`config.mk`:
```
export PLATFORM = sky130hd
export DESIGN_NAME = trace_capture_buf
export DESIGN_NICKNAME = d
export VERILOG_FILES = /design/src/rtl/tcb_pkg.sv /design/src/rtl/tcb_datapath.sv /design/src/rtl/tcb_control.sv /design/src/rtl/trace_capture_buf.sv
export SDC_FILE = /design/constraint.sdc
export NUM_CORES = 2
export LEC_CHECK = 0
export BUFFER_PORTS_ARGS = -buffer_cell sky130_fd_sc_hd__buf_2
export CAP_MARGIN = 20
export CORE_MARGIN = 2
export CORE_UTILIZATION = 38
export DETAILED_ROUTE_END_ITERATION = 16
export GPL_ROUTABILITY_DRIVEN = 0
export PLACE_DENSITY = 0.59
export SLEW_MARGIN = 20
export SYNTH_ARGS = -nofsm -noshare
export SYNTH_HDL_FRONTEND = slang
export SYNTH_HIERARCHICAL = 1
export SYNTH_SLANG_ARGS = --single-unit
```
`constraint.sdc`:
```
create_clock -name clk -period 12.6 [get_ports clk]
set_input_delay 2.52 -clock clk [delete_from_list [all_inputs] [get_ports clk]]
set_output_delay 2.52 -clock clk [all_outputs]
set_load 0.01 [all_outputs]
```
`src/rtl/tcb_pkg.sv`:
```
package tcb_pkg;
  // Register byte addresses; software decodes these.
  localparam logic [11:0] ADDR_DEPTH   = 12'h004;
  localparam logic [11:0] ADDR_STATUS  = 12'h00C;
  localparam logic [11:0] ADDR_RDATA   = 12'h010;
  localparam logic [11:0] ADDR_RPTR    = 12'h014;
  localparam logic [11:0] ADDR_WPTR    = 12'h018;
  localparam logic [11:0] ADDR_TCNT    = 12'h01C;
  localparam logic [11:0] ADDR_CTRL    = 12'h020;
  localparam logic [11:0] ADDR_WDATA   = 12'h024;
  localparam logic [11:0] ADDR_FMTSTAT = 12'h300;
  localparam logic [11:0] ADDR_FMTCTRL = 12'h304;

  // Formatter control bit positions.
  localparam int BIT_FLUSH     = 6;
  localparam int BIT_STOPFLUSH = 12;
  localparam int BIT_STOPTRIG  = 13;

  // Strobes from control to datapath.
  typedef struct packed {
    logic capWr;   // store trace word at write pointer
    logic swWr;    // store register word at write pointer
    logic rdAdv;   // advance read pointer
    logic rpLoad;  // load read pointer
    logic wpLoad;  // load write pointer
    logic clrFull; // clear wrap flag
  } bufStrobes_t;
endpackage

```
`src/rtl/tcb_datapath.sv`:
```
module tcb_datapath
  import tcb_pkg::*;
#(
  parameter int DEPTH  = 64,
  parameter int DATA_W = 32,
  parameter int PTR_W  = $clog2(DEPTH)
) (
  input  logic              clk,
  input  logic              rstN,
  input  bufStrobes_t       st,
  input  logic [DATA_W-1:0] traceData,
  input  logic [DATA_W-1:0] regWrData,
  output logic [PTR_W-1:0]  wpPtr,
  output logic [PTR_W-1:0]  rpPtr,
  output logic              fullFlag,
  output logic [DATA_W-1:0] rdWord
);
  localparam logic [PTR_W-1:0] LAST = PTR_W'(DEPTH - 1);
  localparam bit POW2 = ((DEPTH & (DEPTH - 1)) == 0);

  logic [DATA_W-1:0] mem [DEPTH];
  logic [PTR_W-1:0]  wpNext;
  logic [PTR_W-1:0]  rpNext;
  logic              ramWe;
  logic [DATA_W-1:0] ramWd;

  generate
    if (POW2) begin : g_wrapFree
      assign wpNext = wpPtr + PTR_W'(1);
      assign rpNext = rpPtr + PTR_W'(1);
    end else begin : g_wrapCmp
      assign wpNext = (wpPtr == LAST) ? '0 : wpPtr + PTR_W'(1);
      assign rpNext = (rpPtr == LAST) ? '0 : rpPtr + PTR_W'(1);
    end
  endgenerate

  assign ramWe  = st.capWr | st.swWr;
  assign ramWd  = st.capWr ? traceData : regWrData;
  assign rdWord = mem[rpPtr];

  always_ff @(posedge clk) begin
    if (ramWe) mem[wpPtr] <= ramWd;
  end

  always_ff @(posedge clk or negedge rstN) begin
    if (!rstN) begin
      wpPtr    <= '0;
      rpPtr    <= '0;
      fullFlag <= 1'b0;
    end else begin
      if (st.wpLoad)   wpPtr <= regWrData[PTR_W-1:0];
      else if (ramWe)  wpPtr <= wpNext;

      if (st.rpLoad)      rpPtr <= regWrData[PTR_W-1:0];
      else if (st.rdAdv)  rpPtr <= rpNext;

      if (st.clrFull)                        fullFlag <= 1'b0;
      else if (st.capWr && wpPtr == LAST)    fullFlag <= 1'b1;
    end
  end
endmodule

```
`src/rtl/tcb_control.sv`:
```
module tcb_control
  import tcb_pkg::*;
#(
  parameter int DEPTH     = 64,
  parameter int DATA_W    = 32,
  parameter int PTR_W     = $clog2(DEPTH),
  parameter int FLUSH_LAT = 4
) (
  input  logic              clk,
  input  logic              rstN,
  input  logic              traceValid,
  input  logic              trigIn,
  input  logic              regWrEn,
  input  logic              regRdEn,
  input  logic [11:0]       regAddr,
  input  logic [DATA_W-1:0] regWrData,
  input  logic [PTR_W-1:0]  wpPtr,
  input  logic [PTR_W-1:0]  rpPtr,
  input  logic              fullFlag,
  input  logic [DATA_W-1:0] rdWord,
  output bufStrobes_t       st,
  output logic              capEn,
  output logic [DATA_W-1:0] regRdData
);
  localparam int FL_W = $clog2(FLUSH_LAT + 1);
  localparam logic [FL_W-1:0] FL_LAST = FL_W'(FLUSH_LAT - 1);

  logic              fmtStopped;
  logic              triggered;
  logic [DATA_W-1:0] tcount;
  logic              stopOnTrig;
  logic              stopOnFlush;
  logic              flushBusy;
  logic [FL_W-1:0]   flushCnt;

  logic wrCtrl, wrTcnt, wrFmt, stopNow, enableNow;

  assign wrCtrl    = regWrEn && regAddr == ADDR_CTRL;
  assign wrTcnt    = regWrEn && regAddr == ADDR_TCNT;
  assign wrFmt     = regWrEn && regAddr == ADDR_FMTCTRL;
  assign stopNow   = capEn && stopOnTrig && triggered && tcount == '0;
  assign enableNow = wrCtrl && regWrData[0] && !capEn;

  always_comb begin
    st         = '0;
    st.capWr   = capEn && traceValid && !stopNow;
    st.swWr    = regWrEn && regAddr == ADDR_WDATA && !capEn;
    st.rdAdv   = regRdEn && regAddr == ADDR_RDATA;
    st.rpLoad  = regWrEn && regAddr == ADDR_RPTR;
    st.wpLoad  = regWrEn && regAddr == ADDR_WPTR;
    st.clrFull = enableNow;
  end

  always_ff @(posedge clk or negedge rstN) begin
    if (!rstN) begin
      capEn       <= 1'b0;
      fmtStopped  <= 1'b1;
      triggered   <= 1'b0;
      tcount      <= '0;
      stopOnTrig  <= 1'b0;
      stopOnFlush <= 1'b0;
      flushBusy   <= 1'b0;
      flushCnt    <= '0;
    end else begin
      if (capEn && trigIn && !triggered) triggered <= 1'b1;
      if (st.capWr && triggered && tcount != '0) tcount <= tcount - 1'b1;
      if (stopNow) begin
        capEn      <= 1'b0;
        fmtStopped <= 1'b1;
      end
      if (flushBusy) begin
        if (flushCnt == FL_LAST) begin
          flushBusy <= 1'b0;
          if (stopOnFlush) begin
            capEn      <= 1'b0;
            fmtStopped <= 1'b1;
          end
        end else begin
          flushCnt <= flushCnt + 1'b1;
        end
      end
      if (wrCtrl) begin
        if (!regWrData[0]) begin
          capEn      <= 1'b0;
          fmtStopped <= 1'b1;
        end else if (enableNow) begin
          capEn      <= 1'b1;
          fmtStopped <= 1'b0;
          triggered  <= 1'b0;
        end
      end
      if (wrTcnt) tcount <= regWrData;
      if (wrFmt) begin
        stopOnTrig  <= regWrData[BIT_STOPTRIG];
        stopOnFlush <= regWrData[BIT_STOPFLUSH];
        if (regWrData[BIT_FLUSH] && !flushBusy) begin
          flushBusy <= 1'b1;
          flushCnt  <= '0;
        end
      end
    end
  end

  always_comb begin
    regRdData = '0;
    if (regRdEn) begin
      unique case (regAddr)
        ADDR_DEPTH:   regRdData = DATA_W'(DEPTH);
        ADDR_STATUS:  regRdData = DATA_W'({triggered, fullFlag});
        ADDR_RDATA:   regRdData = rdWord;
        ADDR_RPTR:    regRdData = DATA_W'(rpPtr);
        ADDR_WPTR:    regRdData = DATA_W'(wpPtr);
        ADDR_TCNT:    regRdData = tcount;
        ADDR_CTRL:    regRdData = DATA_W'(capEn);
        ADDR_FMTSTAT: regRdData = DATA_W'({fmtStopped, flushBusy});
        ADDR_FMTCTRL: begin
          regRdData[BIT_FLUSH]     = flushBusy;
          regRdData[BIT_STOPFLUSH] = stopOnFlush;
          regRdData[BIT_STOPTRIG]  = stopOnTrig;
        end
        default:      regRdData = '0;
      endcase
    end
  end
endmodule

```
`src/rtl/trace_capture_buf.sv`:
```
module trace_capture_buf
  import tcb_pkg::*;
#(
  parameter int DEPTH     = 64,
  parameter int DATA_W    = 32,
  parameter int FLUSH_LAT = 4
) (
  input  logic              clk,
  input  logic              rstN,
  input  logic              traceValid,
  input  logic [DATA_W-1:0] traceData,
  input  logic              trigIn,
  input  logic              regWrEn,
  input  logic              regRdEn,
  input  logic [11:0]       regAddr,
  input  logic [DATA_W-1:0] regWrData,
  output logic [DATA_W-1:0] regRdData
);
  localparam int PTR_W = $clog2(DEPTH);

  bufStrobes_t       st;
  logic [PTR_W-1:0]  wpPtr;
  logic [PTR_W-1:0]  rpPtr;
  logic              fullFlag;
  logic              capEn;
  logic [DATA_W-1:0] rdWord;

  tcb_control #(
    .DEPTH(DEPTH), .DATA_W(DATA_W), .PTR_W(PTR_W), .FLUSH_LAT(FLUSH_LAT)
  ) u_control (
    .clk(clk), .rstN(rstN), .traceValid(traceValid), .trigIn(trigIn),
    .regWrEn(regWrEn), .regRdEn(regRdEn), .regAddr(regAddr),
    .regWrData(regWrData), .wpPtr(wpPtr), .rpPtr(rpPtr),
    .fullFlag(fullFlag), .rdWord(rdWord), .st(st), .capEn(capEn),
    .regRdData(regRdData)
  );

  tcb_datapath #(
    .DEPTH(DEPTH), .DATA_W(DATA_W), .PTR_W(PTR_W)
  ) u_datapath (
    .clk(clk), .rstN(rstN), .st(st), .traceData(traceData),
    .regWrData(regWrData), .wpPtr(wpPtr), .rpPtr(rpPtr),
    .fullFlag(fullFlag), .rdWord(rdWord)
  );
endmodule

```
==> flow_summary.ini <==
[grt]
grt_pass1_wl_mm = 332.1
grt_use_total_pct = 21.24
grt_max_degree = 112
antenna_found_initial = 10
grt.overflow.total = 0
grt_pass1_vias = 41810

[final_layout]
multi_input_area_sq_um = 18970
final.fill_count = 18600
ff_latch_area_sq_um = 62870
final_layout_size_suffix_gt1_share_pct = 24.74
final_nets = 4359
utilization_pct = 43.22
synthToLayoutAreaGrowth_pct = 13.34

[clock_network]
cts.sinks = 2102
numCtsBuffers = 199
cts_post_setup_buffers_inserted = 0
clock_latency_ns = 0.85
cts_root_buffer = clkbuf_16
cts_tree = done
htreeDepth = 4
hold_buffers = 0
cts_resized = 0
clock_path_buffers = 3
path_clk_slew_ns = 0.06

[pwr]
ir_worst_vdd_v = 0.0001607
p_leak_nw = 28.14
power.density_nw_per_um2 = 147.1

[synth]
syn_area_sq_um = 82570
synth_nets = 4112
yosysUniqueCellTypes = 76
synth_seq_cells = 2102
synth-async-reset-ratio_pct = 2.569
yosysSeqAreaShare_pct = 76.12
postSynthAreaPerCell_sq_um = 20.52
synth_edf_count = 2048
postSynthCellCount = 4025
synth_area_leaders = edfxtp_1 74%, mux4_2 11%, mux2i_1 3.6%, dfrtp_1 1.6%, nor2_1 0.72%
yosys_warnings = 6
yosys_most_used_dff = edfxtp_1
yosys.area.top_type = edfxtp_1
yosysTopAreaCellShare_pct = 74.48

[placed_design]
port_buffers = 113
dp_hpwl_mm = 132.6

[setup_path]
path_buf_inv = 3
cpMaxStageDelayCell = a211oi_1
cp.required_ns = 10.08
critPathTopFamily = compound AO/OA/AOI/OAI gates
cpPeakStageDelay_ns = 0.86
crit_chain = buf_12, nand3b_4, buf_4, o22ai_1, a211oi_1, a21oi_1, a22o_1, a22o_1, buf_2
path_common_cell = a22o_1
crit_path_max_fanout = 72
cp.arrival_ns = 6.04
path_class = reg -> out
critPathLaunchType = flip-flop
crit_path_end_kind = output pin

[sta]
max_freq_mhz = 116.8
setup_tns_ns = 0
drv_slew = 0
relSlewSlack_pct = 18.56
worstMarginPinSlew_ns = 1.209
hold_violations = 0
fin_skew_ns = 0.03760
rsz0062_at_grt = no
setup_violations = 0
fin_crit_sh_pct = 67.92
min_period_ns = 8.558

[floorplanning]
floorplan.rows = 171
initial_core_util_pct = 38.14
core_sq_um = 216500
die_h_microns = 470.2
die_x_microns = 470.2
die_area_sq_um = 221000
io_pins = 114

[routing]
vias = 43090
drt_iter0_markers = 6114
drc = 0
ant_nets = 0
viasPerCell = 5.905
postRouteWirelength_mm = 238.4
dr.pass1.iters = 6
wl_per_cell_microns = 32.67

[hold_path]
hold_class = reg -> reg

[outcome]
outcome = complete, no violations

[flow_run]
cap_viol_max_count = 0
[registers in the layout, summed over array words and instances, names as in the netlist]
name and count:
u_datapath/mem 2048, u_datapath/wpPtr 6, u_control/flushCnt 3, u_control/fmtStopped 1, u_control/stopOnTrig 1, u_control/flushBusy 1
u_control/capEn 1, u_datapath/fullFlag 1, u_datapath/rpPtr 6, u_control/tcount 32, u_control/stopOnFlush 1, u_control/triggered 1
[power breakdown]
group / internal (mW) / switching [mW] / leakage [nW]
clock: 3.27 / 2.56 / 3.07
sequential: 7.67 / 0.00602 / 19.1
combinational: 0.0583 / 0.204 / 5.96
total: 11.0 / 2.77 / 28.1
[final cells by class]
| type | count | area share, % |
|---|---|---|
| antenna | 3 | 0.008022 |
| clock buffer | 249 | 5.600 |
| clock inverter | 119 | 1.066 |
| inverter | 7 | 0.02808 |
| multi-input combinational | 1684 | 20.27 |
| sequential | 2102 | 67.18 |
| tap | 2854 | 3.816 |
| timing repair buffer | 278 | 2.037 |
[cells by family (layout without fill, tap and decap cells)]
logic type,after synthesis,after routing,synth area share (%)
flip-flops,2102,2102,76.12
multiplexers,745,745,15.09
AO/OA/AOI/OAI,490,490,4.235
AND/OR/NAND/NOR,408,408,2.434
buffers and inverters,239,653,1.671
XOR/XNOR,36,36,0.3818
adder cells (fa/ha/maj),5,5,0.07576
other,0,3,0
[Yosys cell counts (all sizes together), types with 13 or more instances]
cell type  instances
clkbuf            93
a211oi            63
mux2              51
a22oi             59
or3               13
dfrtp             53
nor2             159
o22ai             61
a22o              55
xor2              13
nand2             73
a21oi             68
mux2i            301
nor4              18
a221oi            21
a2111oi           15
xnor2             23
edfxtp          2048
nand3             28
nor3              29
mux4             393
o221ai            37
nor2b             13
o21ai             59
buf              139
nand2b            13
[worst paths after layout]
kind / from / to / slack [ns] / depth (start not counted)
worst min register to register: u_control/flushCnt[2]$_DFF_PN0_ / u_control/flushCnt[2]$_DFF_PN0_ / 0.53 / 1
min in group asynchronous: rstN / u_control/tcount[30]$_DFFE_PN0P_ / 1.86 / 2
worst max-delay path: u_datapath/rpPtr[2]$_DFFE_PN0P_ / regRdData[11] / 4.04 / 9
worst max register to register: u_control/tcount[10]$_DFFE_PN0P_ / u_datapath/mem[25][22]$_DFFE_PP_ / 7.19 / 10
max in group asynchronous: rstN / u_datapath/rpPtr[4]$_DFFE_PN0P_ / 10.04 / 2
worst min-delay path: u_control/flushCnt[2]$_DFF_PN0_ / u_control/flushCnt[2]$_DFF_PN0_ / 0.53 / 1
[cells in the final DEF (no fill, tap or decap), types with 10 or more instances in the layout]
cell	netlist	layout
and3_1	10	10
buf_4	31	156
mux4_2	388	388
or3_1	13	13
clkbuf_16	0	202
mux2_2	51	50
edfxtp_1	2048	2048
clkinv_1	0	53
a31oi_1	10	10
nor3_1	27	23
nor2b_1	13	10
xnor2_1	23	23
a21oi_1	68	68
clkinv_2	0	41
nor2_1	158	93
o21ai_0	56	50
buf_2	68	113
o221ai_1	37	37
nor4_1	18	18
clkbuf_1	93	46
xor2_1	13	13
nand2b_1	13	13
a22oi_1	59	59
a221oi_1	21	21
dfrtp_1	53	47
o22ai_1	61	61
nand3_1	27	25
bufinv_16	0	16
a211oi_1	63	59
a22o_1	55	55
mux2i_1	301	301
nand2_1	73	72
nor2_4	0	64
[stage by stage]
stage	cell area (sq um)	setup WS [ns]	power [mW]	hold slack [ns]	std cells
6_report	93590	4.042	13.76	0.5276	7296
5_1_grt	93580	3.798	14.10	0.5494	7293
4_1_cts	93560	4.091	13.84	0.5220	7293
3_5_place_dp	87330	5.014	8.084	0.5045	6925
3_3_place_gp	87250	4.936	8.075	0.4922	6921
2_1_floorplan	82570	5.907	7.942	0.4668	4025
[routing by layer]
| layer | share of wire [%] | up-vias | GRT usage (%) | wire length (microns) |
|---|---|---|---|---|
| met4 | 3.0 | 2 | 6.452 | 7223 |
| met2 | 47 | 2282 | 33.57 | 112100 |
| li1 | - | 17390 | - | - |
| met5 | 0.0029 | - | 0 | 7 |
| met3 | 9.2 | 343 | 3.787 | 21900 |
| met1 | 41 | 23070 | 30.08 | 97110 |
Note: power is estimated with default switching activity, not from simulation.
